**src/rtl/sincos_pkg.sv**
```systemverilog
package sincos_pkg;

  // Fixed-point scale used only while building leaf tables at elaboration.
  localparam int     QF   = 28;
  localparam longint PI_Q = 64'sd843314857;  // pi * 2^28

  function automatic longint qmul(longint a, longint b);
    return (a * b) >>> QF;
  endfunction

  // angle k * pi / 2^shift in Q28
  function automatic longint angle_q(int k, int shift);
    return (PI_Q * longint'(k)) >>> shift;
  endfunction

  function automatic longint sin_q(longint x);
    longint x2, term, acc;
    x2   = qmul(x, x);
    term = x;
    acc  = x;
    for (int i = 1; i <= 5; i++) begin
      term = -qmul(term, x2) / longint'((2 * i) * (2 * i + 1));
      acc  = acc + term;
    end
    return acc;
  endfunction

  function automatic longint cos_q(longint x);
    longint x2, term, acc;
    x2   = qmul(x, x);
    term = longint'(1) <<< QF;
    acc  = term;
    for (int i = 1; i <= 5; i++) begin
      term = -qmul(term, x2) / longint'((2 * i - 1) * (2 * i));
      acc  = acc + term;
    end
    return acc;
  endfunction

  // Round a Q28 value to fw fractional bits, clamped to [0, 2^fw - 1].
  function automatic longint to_frac(longint v, int fw);
    longint r, lim;
    r   = (v + (longint'(1) <<< (QF - fw - 1))) >>> (QF - fw);
    lim = (longint'(1) <<< fw) - 1;
    if (r > lim) r = lim;
    if (r < 0)   r = 0;
    return r;
  endfunction

  function automatic longint leaf_sin(int k, int shift, int fw);
    return to_frac(sin_q(angle_q(k, shift)), fw);
  endfunction

  function automatic longint leaf_cos(int k, int shift, int fw);
    return to_frac(cos_q(angle_q(k, shift)), fw);
  endfunction

  // Count the run of bits equal to `one` starting at the MSB of a w-bit value.
  function automatic int lead_run(longint v, int w, bit one);
    int  cnt;
    bit  live;
    cnt  = 0;
    live = 1'b1;
    for (int b = w - 1; b >= 0; b--) begin
      if (live && ((((v >> b) & 1) == 1) == one)) cnt++;
      else live = 1'b0;
    end
    return cnt;
  endfunction

  // Sine bits that are zero in every entry of a leaf.
  function automatic int sin_trim(int shift, int idx_w, int fw);
    longint mx, v;
    mx = 0;
    for (int k = 0; k < (1 << idx_w); k++) begin
      v = leaf_sin(k, shift, fw);
      if (v > mx) mx = v;
    end
    return lead_run(mx, fw, 1'b0);
  endfunction

  // Cosine bits that are one in every entry of a leaf.
  function automatic int cos_trim(int shift, int idx_w, int fw);
    longint mn, v;
    mn = longint'(1) <<< fw;
    for (int k = 0; k < (1 << idx_w); k++) begin
      v = leaf_cos(k, shift, fw);
      if (v < mn) mn = v;
    end
    return lead_run(mn, fw, 1'b1);
  endfunction

endpackage

```
**src/rtl/sincos_leaf.sv**
```systemverilog
module sincos_leaf
  import sincos_pkg::*;
#(
  parameter int IDX_W      = 4,
  parameter int FRAC_W     = 17,
  parameter int STEP_SHIFT = 10,
  parameter int SIN_W      = FRAC_W - sin_trim(STEP_SHIFT, IDX_W, FRAC_W),
  parameter int COS_ST     = FRAC_W - cos_trim(STEP_SHIFT, IDX_W, FRAC_W)
) (
  input  logic [IDX_W-1:0]  idx_i,
  output logic [SIN_W-1:0]  sin_o,
  output logic [FRAC_W-1:0] cos_o
);

  localparam int DEPTH  = 2 ** IDX_W;
  localparam int COS_LO = FRAC_W - COS_ST;

  logic [SIN_W-1:0]  sin_rom [DEPTH];
  logic [COS_ST-1:0] cos_rom [DEPTH];

  for (genvar g = 0; g < DEPTH; g++) begin : g_ent
    localparam logic [SIN_W-1:0]  S_VAL = SIN_W'(leaf_sin(g, STEP_SHIFT, FRAC_W));
    localparam logic [COS_ST-1:0] C_VAL = COS_ST'(leaf_cos(g, STEP_SHIFT, FRAC_W));
    assign sin_rom[g] = S_VAL;
    assign cos_rom[g] = C_VAL;
  end

  assign sin_o = sin_rom[idx_i];

  if (COS_LO > 0) begin : g_ones
    assign cos_o = {{COS_LO{1'b1}}, cos_rom[idx_i]};
  end else begin : g_full
    assign cos_o = cos_rom[idx_i];
  end

endmodule

```
**src/rtl/sincos_umul.sv**
```systemverilog
module sincos_umul #(
  parameter int AW = 17,
  parameter int BW = 17,
  localparam int PW = AW + BW
) (
  input  logic [AW-1:0] a_i,
  input  logic [BW-1:0] b_i,
  output logic [PW-1:0] p_o
);

  assign p_o = PW'(a_i) * PW'(b_i);

endmodule

```
**src/rtl/sincos_round.sv**
```systemverilog
module sincos_round #(
  parameter int IN_W  = 34,
  parameter int SHIFT = 26,
  parameter int OUT_W = 8
) (
  input  logic [IN_W-1:0]  val_i,
  output logic [OUT_W-1:0] q_o,
  output logic             sat_o
);

  localparam int UW = IN_W + 1 - SHIFT;

  logic [IN_W:0]  biased;
  logic [UW-1:0]  upper;

  assign biased = {1'b0, val_i} + ((IN_W + 1)'(1) << (SHIFT - 1));
  assign upper  = biased[IN_W:SHIFT];
  assign sat_o  = |upper[UW-1:OUT_W];
  assign q_o    = sat_o ? {OUT_W{1'b1}} : upper[OUT_W-1:0];

endmodule

```
**src/rtl/sincos_tree.sv**
```systemverilog
module sincos_tree
  import sincos_pkg::*;
#(
  parameter int IDX_W      = 4,
  parameter int FRAC_W     = 17,
  parameter int OUT_W      = 8,
  parameter int FINE_SHIFT = 10
) (
  input  logic [2*IDX_W-1:0] n_i,
  output logic [OUT_W-1:0]   sin_o,
  output logic [OUT_W-1:0]   cos_o
);

  localparam int COARSE_SHIFT = FINE_SHIFT - IDX_W;
  localparam int LO_SW = FRAC_W - sin_trim(FINE_SHIFT, IDX_W, FRAC_W);
  localparam int LO_CS = FRAC_W - cos_trim(FINE_SHIFT, IDX_W, FRAC_W);
  localparam int HI_SW = FRAC_W - sin_trim(COARSE_SHIFT, IDX_W, FRAC_W);
  localparam int HI_CS = FRAC_W - cos_trim(COARSE_SHIFT, IDX_W, FRAC_W);
  localparam int PW    = 2 * FRAC_W;

  logic [LO_SW-1:0]  lo_sin;
  logic [FRAC_W-1:0] lo_cos;
  logic [HI_SW-1:0]  hi_sin;
  logic [FRAC_W-1:0] hi_cos;

  sincos_leaf #(.IDX_W(IDX_W), .FRAC_W(FRAC_W), .STEP_SHIFT(FINE_SHIFT),
                .SIN_W(LO_SW), .COS_ST(LO_CS)) u_lo (
    .idx_i(n_i[IDX_W-1:0]), .sin_o(lo_sin), .cos_o(lo_cos));

  sincos_leaf #(.IDX_W(IDX_W), .FRAC_W(FRAC_W), .STEP_SHIFT(COARSE_SHIFT),
                .SIN_W(HI_SW), .COS_ST(HI_CS)) u_hi (
    .idx_i(n_i[2*IDX_W-1:IDX_W]), .sin_o(hi_sin), .cos_o(hi_cos));

  logic [HI_SW+FRAC_W-1:0] p_sc;   // hi sine   * lo cosine
  logic [FRAC_W+LO_SW-1:0] p_cs;   // hi cosine * lo sine  (short)
  logic [2*FRAC_W-1:0]     p_cc;   // hi cosine * lo cosine
  logic [HI_SW+LO_SW-1:0]  p_ss;   // hi sine   * lo sine  (short)

  sincos_umul #(.AW(HI_SW),  .BW(FRAC_W)) u_m_sc (.a_i(hi_sin), .b_i(lo_cos), .p_o(p_sc));
  sincos_umul #(.AW(FRAC_W), .BW(LO_SW))  u_m_cs (.a_i(hi_cos), .b_i(lo_sin), .p_o(p_cs));
  sincos_umul #(.AW(FRAC_W), .BW(FRAC_W)) u_m_cc (.a_i(hi_cos), .b_i(lo_cos), .p_o(p_cc));
  sincos_umul #(.AW(HI_SW),  .BW(LO_SW))  u_m_ss (.a_i(hi_sin), .b_i(lo_sin), .p_o(p_ss));

  // Named internal events for the checker.
  logic [PW:0] sin_sum;
  logic [PW:0] cos_diff;
  logic        sin_carry;
  logic        cos_borrow;
  logic        sin_sat;
  logic        cos_sat;

  assign sin_sum    = (PW + 1)'(p_sc) + (PW + 1)'(p_cs);
  assign cos_diff   = (PW + 1)'(p_cc) - (PW + 1)'(p_ss);
  assign sin_carry  = sin_sum[PW];
  assign cos_borrow = cos_diff[PW];

  sincos_round #(.IN_W(PW), .SHIFT(PW - OUT_W), .OUT_W(OUT_W)) u_rnd_s (
    .val_i(sin_sum[PW-1:0]), .q_o(sin_o), .sat_o(sin_sat));

  sincos_round #(.IN_W(PW), .SHIFT(PW - OUT_W), .OUT_W(OUT_W)) u_rnd_c (
    .val_i(cos_diff[PW-1:0]), .q_o(cos_o), .sat_o(cos_sat));

endmodule

```
**config.mk**
```make
export PLATFORM = sky130hd
export DESIGN_NAME = sincos_tree
export DESIGN_NICKNAME = d
export VERILOG_FILES = /design/src/rtl/sincos_pkg.sv /design/src/rtl/sincos_leaf.sv /design/src/rtl/sincos_umul.sv /design/src/rtl/sincos_round.sv /design/src/rtl/sincos_tree.sv
export SDC_FILE = /design/constraint.sdc
export NUM_CORES = 2
export LEC_CHECK = 0
export BUFFER_PORTS_ARGS = -buffer_cell sky130_fd_sc_hd__buf_4
export CORE_MARGIN = 2
export CORE_UTILIZATION = 47
export DETAILED_ROUTE_END_ITERATION = 8
export GPL_TIMING_DRIVEN = 0
export PLACE_DENSITY = 0.64
export SLEW_MARGIN = 15
export SYNTH_ARGS = -nofsm -noshare
export SYNTH_HDL_FRONTEND = slang
export SYNTH_SLANG_ARGS = --single-unit
```
**constraint.sdc**
```tcl
create_clock -name vclk -period 13.4
set_clock_uncertainty 0.1 [all_clocks]
set_input_delay 2.68 -clock vclk [all_inputs]
set_output_delay 2.68 -clock vclk [all_outputs]
set_load 0.02 [all_outputs]
```
==> reports/results.tsv <==
stage	metric	value	unit
critical_path	crit_path_max_incr_delay	0.62	ns
cells_and_area	nClkBuffers	0	
floorplan	die_x	263	um
timing	finalSetupViolCount	16	
placed_design	place.gp.congestion	1.02	
timing	final_hold_viol_count	0	
yosys	synthesis.area	0.0316	mm2
critical_path	arrival	11.28	ns
floorplan	fp.dieArea	0.0694	mm2
critical_path	critical_path.slowest_cell	or4b_4	
critical_path	cp_common_cell	fa_1	
global_route	grt_pass1_vias	27100	
placed_design	place_ws	-2.32	ns
timing	period_share	1.05	
cells_and_area	ff_latch_area	0	um2
floorplan	die_h	263	um
timing	holdWs	7.00	ns
cells_and_area	area_growth	21.6	%
timing	maxSlewHeadroom	0.376	
global_route	grt_max_degree	18	
routing	wirelength	109	mm
timing	rsz0062_at_grt	true	
critical_path	crit_fanout	6	
floorplan	coreArea	0.0669	mm2
global_route	grt_antenna_before_repair	1	
timing	fmax	0.0711	GHz
clock_tree	cts_hold_buf	0	
outcome	status	finished, violations left	
flow_run	max_cap_viol_count	0	
routing	drtIter0Drc	2288	
min_path	hp-class	in2out	
critical_path	cp-end-kind	output pin	
global_route	grt.total_usage	0.319	
floorplan	num_rows	95	
timing	report.final.slew_viol_count	0	
critical_path	path_class	in2out	
critical_path	cp-start-kind	primary input	
routing	vias	25700	
floorplan	initial_core_util	0.473	
routing	drt_first_pass_iters	7	
routing	drc	0	
timing	layout_setup_ws	-0.664	ns
routing	antenna_left	0	
yosys	synth_cell_types	68	
yosys	synthesis.nets	4798	
routing	via_per_inst	5.47	
floorplan	num_io_pins	24	
cells_and_area	final_common_cell	inv_1	
yosys	synthAdderAreaFrac	0.689	
outcome	violations	setup timing	
cells_and_area	postLayoutCoreUtil	0.575	
timing	min_period	14.06	ns
timing	tightest_slew	0.936	ns
critical_path	cp.required	10.62	ns
yosys	syn_inst	3562	
yosys	synthSimpleGateAreaFrac	0.120	
cells_and_area	flops_and_latches	0	
yosys	avgSynthCellArea	8.88	um2
yosys	yosys_warnings	0	
cells_and_area	final_cell_mix	inv_1, fa_1, nand2_1, nor2_1, ha_1	
cells_and_area	num-nets-final	5062	
placed_design	io_buffers	24	
routing	post_drt_wl_per_cell	23.1	um
global_route	grt_pass1_wl	164	mm
global_route	grt_remaining_overflow	0	
yosys	yosysSeqAreaShare	0	
cells_and_area	drive_above_1_share	0.192	
yosys	synth-compound-area-share	0.0456	
yosys	synth_top_family_by_area	adder cells	
yosys	synth.area.mux_share	0.00265	
placed_design	post-dp-hpwl	83.2	mm
yosys	synthXorXnorAreaFrac	0.00858	
==> layout make-up <==
cell class | count | area (um2)
well taps | 873 | 1090
inverters | 992 | 3880
fillers | 5999 | 28400
diodes | 2 | 5.00
plain buffers | 132 | 1800
multi-input cells | 2431 | 29200
repair buffers | 269 | 2500
==> cells by family after synthesis <==
kind of cell	after synthesis
fa+ha+maj	1228
buf+inv	1131
simple gates	933
compound gates	231
xor+xnor	31
mux	8
==> critical path, delay by kind of cell <==
family | cells | cell delay [ns]
buffers and inverters | 11 | 1.04
AND/OR/NAND/NOR | 8 | 1.62
AO/OA/AOI/OAI | 3 | 0.93
XOR/XNOR | 1 | 0.22
adder cells (fa/ha/maj) | 10 | 4.75
==> cell usage after synthesis (4+ instances only) <==
master	n	area [um2]
or2_2	5	31.3
and2_1	25	156
nand2_1	399	1500
xnor2_1	20	175
o2111ai_1	4	35.0
o21a_1	11	82.6
buf_1	11	41.3
a211oi_1	11	82.6
o31a_1	4	35.0
and3_1	7	43.8
nand4_1	13	81.3
a31oi_1	7	43.8
a21boi_0	4	30.0
a21o_1	12	90.1
o21ai_0	57	285
xor2_1	11	96.3
ha_1	372	4650
inv_1	982	3690
o21bai_1	5	37.5
nand2b_1	8	50.1
nor4_1	4	25.0
fa_1	856	17100
nor2_1	418	1570
nand3_1	21	105
clkinv_1	9	33.8
clkbuf_1	127	477
mux2i_1	5	50.1
o211ai_1	8	60.1
a22oi_1	4	30.0
o21ai_1	7	35.0
a21oi_1	70	350
nor3_1	12	60.1
==> metal layers <==
layer  track usage  up-vias  wire length [um]
met5             0        -                13
li1              -    10900                 -
met2         0.500     1285             49200
met4         0.157        2              7090
met1         0.420    13200             40800
met3        0.0703      297             11500
==> stage by stage <==
stage	std cells	setup TNS (ns)	instance area, um2
6_report	4699	-8.99	38500
5_1_grt	4697	-11.30	38500
3_5_place_dp	4459	-32.78	33300
3_3_place_gp	4459	-35.36	33300
2_1_floorplan	3562	0	32000
4_1_cts	4609	-7.15	36700
==> path summary, 6_finish.rpt <==
kind,from,end,slack (ns),depth (start not counted)
min,n_i[4],sin_o[6],7.00,11
max,n_i[1],cos_o[1],-0.66,33
==> repair_timing <==
item,CTS,global route
gates cloned,1,2
resized for setup,505,288
setup endpoints to repair,16,16
endpoints found under the hold margin,0,0
buffers inserted,155,94
pin swaps,104,166
